**src/rtl/mcu_irq_pkg.sv**
```systemverilog
package mcu_irq_pkg;
  localparam int NSRC  = 5;
  localparam int NFLAG = 6;
  localparam int NPIN  = 2;
  localparam int SRC_W = $clog2(NSRC);

  localparam int FL_EXT0 = 0;
  localparam int FL_TMR0 = 1;
  localparam int FL_EXT1 = 2;
  localparam int FL_TMR1 = 3;
  localparam int FL_RX   = 4;
  localparam int FL_TX   = 5;

  typedef enum logic [SRC_W-1:0] {
    SRC_EXT0 = 3'd0,
    SRC_TMR0 = 3'd1,
    SRC_EXT1 = 3'd2,
    SRC_TMR1 = 3'd3,
    SRC_SER  = 3'd4
  } src_e;

  localparam logic [1:0] WA_FLAGS  = 2'd0;
  localparam logic [1:0] WA_ENABLE = 2'd1;
  localparam logic [1:0] WA_PRIO   = 2'd2;
  localparam logic [1:0] WA_MODE   = 2'd3;

  localparam int MASTER_BIT = 7;
endpackage

```
**src/rtl/irq_pin_sampler.sv**
```systemverilog
module irq_pin_sampler #(
  parameter int N_PINS      = 2,
  parameter int SYNC_STAGES = 2
) (
  input  logic              clk,
  input  logic              rst,
  input  logic              mc_tick,
  input  logic [N_PINS-1:0] pin_n,
  output logic [N_PINS-1:0] edge_hit,
  output logic [N_PINS-1:0] pin_low
);
  for (genvar p = 0; p < N_PINS; p++) begin : g_pin
    logic [SYNC_STAGES-1:0] chain;
    logic                   smp_q;
    logic                   sync_v;

    always_ff @(posedge clk) begin
      if (rst) begin
        chain <= '1;
        smp_q <= 1'b1;
      end else begin
        chain <= {chain[SYNC_STAGES-2:0], pin_n[p]};
        if (mc_tick) smp_q <= sync_v;
      end
    end

    assign sync_v      = chain[SYNC_STAGES-1];
    assign edge_hit[p] = mc_tick & smp_q & ~sync_v;
    assign pin_low[p]  = ~sync_v;
  end
endmodule

```
**src/rtl/irq_flag_bank.sv**
```systemverilog
module irq_flag_bank
  import mcu_irq_pkg::*;
(
  input  logic             clk,
  input  logic             rst,
  input  logic             mc_tick,
  input  logic [NPIN-1:0]  edge_hit,
  input  logic [NPIN-1:0]  pin_low,
  input  logic [NPIN-1:0]  tmr_ovf,
  input  logic             ser_rx,
  input  logic             ser_tx,
  input  logic             wr_en,
  input  logic [1:0]       wr_addr,
  input  logic [7:0]       wr_data,
  input  logic             clr_en,
  input  logic [SRC_W-1:0] clr_src,
  output logic [NFLAG-1:0] flags,
  output logic [NSRC-1:0]  src_en,
  output logic             master_en,
  output logic [NSRC-1:0]  src_hi
);
  logic [NPIN-1:0]  mode_q;
  logic [NFLAG-1:0] nxt;
  logic             unused_wr;

  assign unused_wr = wr_data[6];

  always_comb begin
    nxt = flags;
    if (wr_en && wr_addr == WA_FLAGS) nxt = wr_data[NFLAG-1:0];
    // clear on vectoring, per source rule
    if (clr_en) begin
      case (clr_src)
        SRC_EXT0: if (mode_q[0]) nxt[FL_EXT0] = 1'b0;
        SRC_TMR0: nxt[FL_TMR0] = 1'b0;
        SRC_EXT1: if (mode_q[1]) nxt[FL_EXT1] = 1'b0;
        SRC_TMR1: nxt[FL_TMR1] = 1'b0;
        default:  ;
      endcase
    end
    // hardware events win over the clear
    for (int i = 0; i < NPIN; i++) begin
      if (mode_q[i]) begin
        if (edge_hit[i]) nxt[2*i] = 1'b1;
      end else if (mc_tick) begin
        nxt[2*i] = pin_low[i];
      end
      if (tmr_ovf[i]) nxt[2*i+1] = 1'b1;
    end
    if (ser_rx) nxt[FL_RX] = 1'b1;
    if (ser_tx) nxt[FL_TX] = 1'b1;
  end

  always_ff @(posedge clk) begin
    if (rst) begin
      flags     <= '0;
      src_en    <= '0;
      master_en <= 1'b0;
      src_hi    <= '0;
      mode_q    <= '0;
    end else begin
      flags <= nxt;
      if (wr_en) begin
        case (wr_addr)
          WA_ENABLE: begin
            src_en    <= wr_data[NSRC-1:0];
            master_en <= wr_data[MASTER_BIT];
          end
          WA_PRIO: src_hi <= wr_data[NSRC-1:0];
          WA_MODE: mode_q <= wr_data[NPIN-1:0];
          default: ;
        endcase
      end
    end
  end

  AST_TMR_SET: assert property (@(posedge clk) disable iff (rst)
    tmr_ovf[0] |=> flags[FL_TMR0]);

  AST_SER_KEEP: assert property (@(posedge clk) disable iff (rst)
    (clr_en && clr_src == SRC_SER && !(wr_en && wr_addr == WA_FLAGS))
    |=> ((flags[FL_TX:FL_RX] & $past(flags[FL_TX:FL_RX])) == $past(flags[FL_TX:FL_RX])));
endmodule

```
**src/rtl/irq_select.sv**
```systemverilog
module irq_select
  import mcu_irq_pkg::*;
#(
  parameter int VEC_W      = 16,
  parameter int VEC_BASE   = 3,
  parameter int VEC_STRIDE = 8
) (
  input  logic             clk,
  input  logic             rst,
  input  logic [NFLAG-1:0] flags,
  input  logic [NSRC-1:0]  src_en,
  input  logic             master_en,
  input  logic [NSRC-1:0]  src_hi,
  input  logic             ack,
  input  logic             reti,
  output logic             req_q,
  output logic [VEC_W-1:0] vec_q,
  output logic             take,
  output logic [SRC_W-1:0] take_src
);
  logic [VEC_W-1:0] vec_lut [NSRC];
  logic [NSRC-1:0]  src_act, cand, c_hi, c_lo, pick;
  logic             found, lvl, lvl_q;
  logic [SRC_W-1:0] win, win_q;
  logic             ins_hi, ins_lo, hi_n, lo_n;

  for (genvar k = 0; k < NSRC; k++) begin : g_vec
    assign vec_lut[k] = VEC_W'(VEC_BASE + k * VEC_STRIDE);
  end

  assign src_act = {flags[FL_RX] | flags[FL_TX], flags[FL_TMR1:FL_EXT0]};
  assign cand    = src_act & src_en & {NSRC{master_en}};
  assign c_hi    = cand & src_hi;
  assign c_lo    = cand & ~src_hi;

  always_comb begin
    pick = '0;
    lvl  = 1'b0;
    if (!ins_hi && |c_hi) begin
      pick = c_hi;
      lvl  = 1'b1;
    end else if (!ins_hi && !ins_lo && |c_lo) begin
      pick = c_lo;
    end
    found = |pick;
    win   = '0;
    for (int k = NSRC - 1; k >= 0; k--) begin
      if (pick[k]) win = SRC_W'(k);
    end
  end

  assign take     = ack & req_q;
  assign take_src = win_q;

  always_comb begin
    hi_n = ins_hi;
    lo_n = ins_lo;
    if (reti) begin
      if (ins_hi) hi_n = 1'b0;
      else        lo_n = 1'b0;
    end
    if (take) begin
      if (lvl_q) hi_n = 1'b1;
      else       lo_n = 1'b1;
    end
  end

  always_ff @(posedge clk) begin
    if (rst) begin
      req_q  <= 1'b0;
      vec_q  <= '0;
      win_q  <= '0;
      lvl_q  <= 1'b0;
      ins_hi <= 1'b0;
      ins_lo <= 1'b0;
    end else begin
      ins_hi <= hi_n;
      ins_lo <= lo_n;
      if (take) begin
        req_q <= 1'b0;
      end else if (!req_q && found) begin
        req_q <= 1'b1;
        win_q <= win;
        lvl_q <= lvl;
        vec_q <= vec_lut[win];
      end
    end
  end

  AST_HOLD_VEC: assert property (@(posedge clk) disable iff (rst)
    (req_q && !ack) |=> (req_q && $stable(vec_q)));

  AST_NO_SAME_LVL: assert property (@(posedge clk) disable iff (rst)
    req_q |-> !ins_hi);

  AST_LO_BLOCK: assert property (@(posedge clk) disable iff (rst)
    (req_q && ins_lo) |-> lvl_q);
endmodule

```
**src/rtl/mcu_irq_ctrl.sv**
```systemverilog
module mcu_irq_ctrl
  import mcu_irq_pkg::*;
#(
  parameter int SYNC_STAGES = 2,
  parameter int VEC_W       = 16,
  parameter int VEC_BASE    = 3,
  parameter int VEC_STRIDE  = 8
) (
  input  logic             clk,
  input  logic             rst,
  input  logic             mc_tick,
  input  logic [1:0]       ext_pin_n,
  input  logic [1:0]       tmr_ovf,
  input  logic             ser_rx_done,
  input  logic             ser_tx_done,
  input  logic             wr_en,
  input  logic [1:0]       wr_addr,
  input  logic [7:0]       wr_data,
  input  logic             irq_ack,
  input  logic             irq_reti,
  output logic             irq_req,
  output logic [VEC_W-1:0] irq_vec,
  output logic [5:0]       flag_q
);
  logic [NPIN-1:0]  edge_hit, pin_low;
  logic [NFLAG-1:0] flags;
  logic [NSRC-1:0]  src_en, src_hi;
  logic             master_en, take;
  logic [SRC_W-1:0] take_src;

  irq_pin_sampler #(.N_PINS(NPIN), .SYNC_STAGES(SYNC_STAGES)) u_pins (
    .clk(clk), .rst(rst), .mc_tick(mc_tick), .pin_n(ext_pin_n),
    .edge_hit(edge_hit), .pin_low(pin_low)
  );

  irq_flag_bank u_flags (
    .clk(clk), .rst(rst), .mc_tick(mc_tick), .edge_hit(edge_hit),
    .pin_low(pin_low), .tmr_ovf(tmr_ovf), .ser_rx(ser_rx_done),
    .ser_tx(ser_tx_done), .wr_en(wr_en), .wr_addr(wr_addr),
    .wr_data(wr_data), .clr_en(take), .clr_src(take_src),
    .flags(flags), .src_en(src_en), .master_en(master_en), .src_hi(src_hi)
  );

  irq_select #(.VEC_W(VEC_W), .VEC_BASE(VEC_BASE), .VEC_STRIDE(VEC_STRIDE)) u_sel (
    .clk(clk), .rst(rst), .flags(flags), .src_en(src_en),
    .master_en(master_en), .src_hi(src_hi), .ack(irq_ack), .reti(irq_reti),
    .req_q(irq_req), .vec_q(irq_vec), .take(take), .take_src(take_src)
  );

  assign flag_q = flags;
endmodule

```
**config.mk**
```make
export PLATFORM = sky130hd
export DESIGN_NAME = mcu_irq_ctrl
export DESIGN_NICKNAME = d
export VERILOG_FILES = /design/src/rtl/mcu_irq_pkg.sv /design/src/rtl/irq_pin_sampler.sv /design/src/rtl/irq_flag_bank.sv /design/src/rtl/irq_select.sv /design/src/rtl/mcu_irq_ctrl.sv
export SDC_FILE = /design/constraint.sdc
export NUM_CORES = 1
export LEC_CHECK = 0
export BUFFER_PORTS_ARGS = -buffer_cell sky130_fd_sc_hd__buf_2
export CORE_UTILIZATION = 56
export CTS_CLUSTER_DIAMETER = 100
export DETAILED_ROUTE_END_ITERATION = 16
export HOLD_SLACK_MARGIN = 0.02
export PLACE_DENSITY = 0.87
export SYNTH_ARGS = -nofsm -noshare
export SYNTH_HDL_FRONTEND = slang
export SYNTH_SLANG_ARGS = --single-unit
```
**constraint.sdc**
```tcl
create_clock -name clk -period 4.82 [get_ports clk]
set_input_delay 0.723 -clock clk [delete_from_list [all_inputs] [get_ports clk]]
set_output_delay 0.723 -clock clk [all_outputs]
set_load 0.005 [all_outputs]
```
==> flow_metrics.py <==
metrics = {
    "synth": {
        "yosysWarnings": 0,
        "yosys_register_bits": 35,
        "synth_fa_ha_area_share_pct": 0,
        "synth_top_family_by_area": "simple AND/OR/NAND/NOR gates",
        "syn_avg_cell_area_um2": 9.28,
        "async_reset_ff_share_pct": 0,
        "ys_seq_area_share_pct": 39.7,
        "synth-main-ff-cell": "dfxtp_1",
        "synthCells": 190,
        "synth_xor_area_share_pct": 0,
        "synth_area_um2": 1760,
        "synth_cell_types": 44,
        "synthMuxAreaShare_pct": 10.8,
        "synth-simple-area-share_pct": 23.6,
        "synth_edf_count": 0,
        "synth-compound-area-share_pct": 16.7,
    },
    "min_path": {
        "worst_hold_path_type": "flop to flop",
    },
    "sta": {
        "rsz0062_at_grt": "no",
        "min_period_over_period_pct": 42.2,
        "fmax_mhz": 492,
        "fin_crit_ps": 2030,
        "finalHoldViolations": 0,
        "setup_slack_ps": 2790,
        "setup_viol": 0,
        "finalClockSkew_ps": 5.56,
        "setup_tns_ps": 0,
        "max_slew_margin_pct": 63.7,
        "slew_violations": 0,
        "worstMarginPinSlew_ps": 545,
    },
    "clocking": {
        "cts_hold_buf": 0,
        "insertion_delay_ps": 340,
        "root_buffer": "clkbuf_4",
        "cts_setup_buffers": 0,
        "numCtsBuffers": 5,
        "cts_buffer_depth": 2,
        "post_cts_resized": 0,
        "ctsHtreeMaxLevel": 2,
        "cts_tree": "done",
        "clk_pin_slew_ps": 110,
        "cts_sinks": 35,
    },
    "finish": {
        "fill_cells": 252,
        "antennaDiodeCount": 0,
        "syn2layout_area_growth_pct": 9.65,
        "final_common_cell": "dfxtp_1",
        "drive_gt1_share_pct": 26.2,
        "instances_no_fill": 263,
        "fin_nets": 243,
        "layout_common_cells": "35 x dfxtp_1, 32 x buf_2, 30 x nor2_1, 19 x mux2i_1, 11 x conb_1",
    },
    "global_routing": {
        "grt_antenna_before_repair": 0,
        "grt_max_degree": 33,
        "grt_pass1_wl_um": 5550,
        "grt_overflow": 0,
        "gr-usage-all-layers_pct": 22.3,
        "grt_pass1_vias": 1296,
    },
    "floorplan": {
        "dieArea_um2": 3380,
        "top_level_ports": 45,
        "die_x_um": 58.1,
        "initial_utilization_pct": 61.3,
        "coreArea_um2": 2880,
        "die_y_um": 58.1,
        "fp-row-count": 19,
    },
    "setup_path": {
        "path_cells": "and3_1 > mux2i_1 > nand4_1 > a21boi_0 > nor3b_2 > a21o_1",
        "critPathTopFamily": "flip-flops",
        "cpPeakStageDelay_ps": 670,
        "worst-endpoint-arrival_ps": 2280,
        "cp_slowest_cell": "dfxtp_1",
        "crit_type": "flop to flop",
        "rrSetupSlack_ps": 2790,
        "endpoint_kind": "flop",
        "path_max_fanout": 12,
        "required_ps": 5070,
        "startpoint_type": "flop",
        "critPathBufInv": 0,
    },
    "job": {
        "maxCapViolations": 0,
    },
    "placement": {
        "pre_cts_ws_ps": 2870,
        "gp_congestion": 0.919,
        "dp_hpwl_um": 2460,
        "numPortBuffers": 32,
        "placedCellCount": 256,
    },
    "route": {
        "drc": 0,
        "vias": 1442,
        "vias_per_cell": 5.48,
        "firstDrtPassIters": 4,
        "drtAntennaViolNets": 0,
        "wl_per_cell_um": 13.0,
        "drt-initial-drc-count": 96,
        "drt-total-wl_um": 3420,
    },
    "run_status": {
        "status": "completed",
    },
    "power": {
        "p_per_area_nw_per_um2": 264,
        "p_leak_nw": 0.928,
        "peakVddDrop_mv": 0.216,
    },
}
## per-stage QoR
| stage | power, mW | area (um2) | hold slack (ps) | util [%] |
|---|---|---|---|---|
| floorplan | 0.348 | 1800 | 389 | - |
| global placement | 0.360 | 1880 | 398 | 65.4 |
| detailed placement | 0.361 | 1880 | 397 | 65.4 |
| CTS | 0.511 | 1930 | 424 | 67.2 |
| global route | 0.531 | 1930 | 428 | 67.2 |
| finish | 0.510 | 1930 | 416 | 67.2 |
## cell usage after synthesis, drive strengths merged (3+ instances only)
cell / n / area [um2]
nand2: 5 / 21.3
a31oi: 4 / 25.0
inv: 7 / 26.3
nand4: 6 / 50.0
buf: 15 / 120
nand3: 8 / 40.0
mux2i: 19 / 190
nor2: 31 / 133
o21ai: 6 / 30.0
a211oi: 4 / 35.0
a21oi: 8 / 43.8
clkbuf: 3 / 11.3
a21o: 5 / 37.5
dfxtp: 35 / 701
or2: 5 / 31.3
## power breakdown
group	internal (mW)	switching [mW]
logic	0.0213	0.0247
clock network	0.0541	0.101
registers	0.298	0.0108
## final timing paths
path,from,endpoint,cells after the start
max reg2reg,u_flags.master_en,u_sel.vec_q[4],6
min reg2reg,u_pins.g_pin[1].chain[0],u_pins.g_pin[1].chain[1],1
max,u_flags.master_en,u_sel.vec_q[4],6
min,u_pins.g_pin[1].chain[0],u_pins.g_pin[1].chain[1],1
## worst reg2reg max path: stages, from the launching register on
cell and delay (ps):
dfxtp_1 670, and3_1 320, mux2i_1 270, nand4_1 160, a21boi_0 180, nor3b_2 190, a21o_1 150
## cell type report
cell class                      count  area, um2  area share (%)
Clock buffer                        5       37.5            1.94
Clock inverter                      2       13.8           0.712
Tap cell                           42       52.6            2.72
Sequential cell                    35        701            36.2
Multi-Input combinational cell    140        942            48.7
Timing Repair Buffer               32        160            8.28
Inverter                            7       26.3            1.36
## state kept, by name (all words and copies together) (netlist names)
register / count
u_flags.flags: 6
u_flags.master_en: 1
u_flags.mode_q: 2
u_flags.src_en: 5
u_flags.src_hi: 5
u_pins.g_pin.chain: 4
u_pins.g_pin.smp_q: 2
u_sel.ins_hi: 1
u_sel.ins_lo: 1
u_sel.lvl_q: 1
u_sel.req_q: 1
u_sel.take_src: 2
u_sel.vec_q: 4
## cell families (layout without fill, tap and decap cells)
kind of cell	after synthesis	count (layout)
AOI/OAI and AO/OA	38	38
buffers and inverters	25	46
DFF	35	35
muxes	19	19
other	1	11
and+or+nand+nor	72	72
## metal layers
layer / vias up / GRT usage (%) / wire length (um) / part of all wire [%]
met5: - / 0 / 0 / 0
met4: 0 / 12.6 / 73 / 2.1
met3: 10 / 5.80 / 186 / 5.4
met2: 46 / 36.6 / 1610 / 47
met1: 672 / 26.5 / 1550 / 45
li1: 714 / - / - / -
Power figures use the tool's default switching activity.
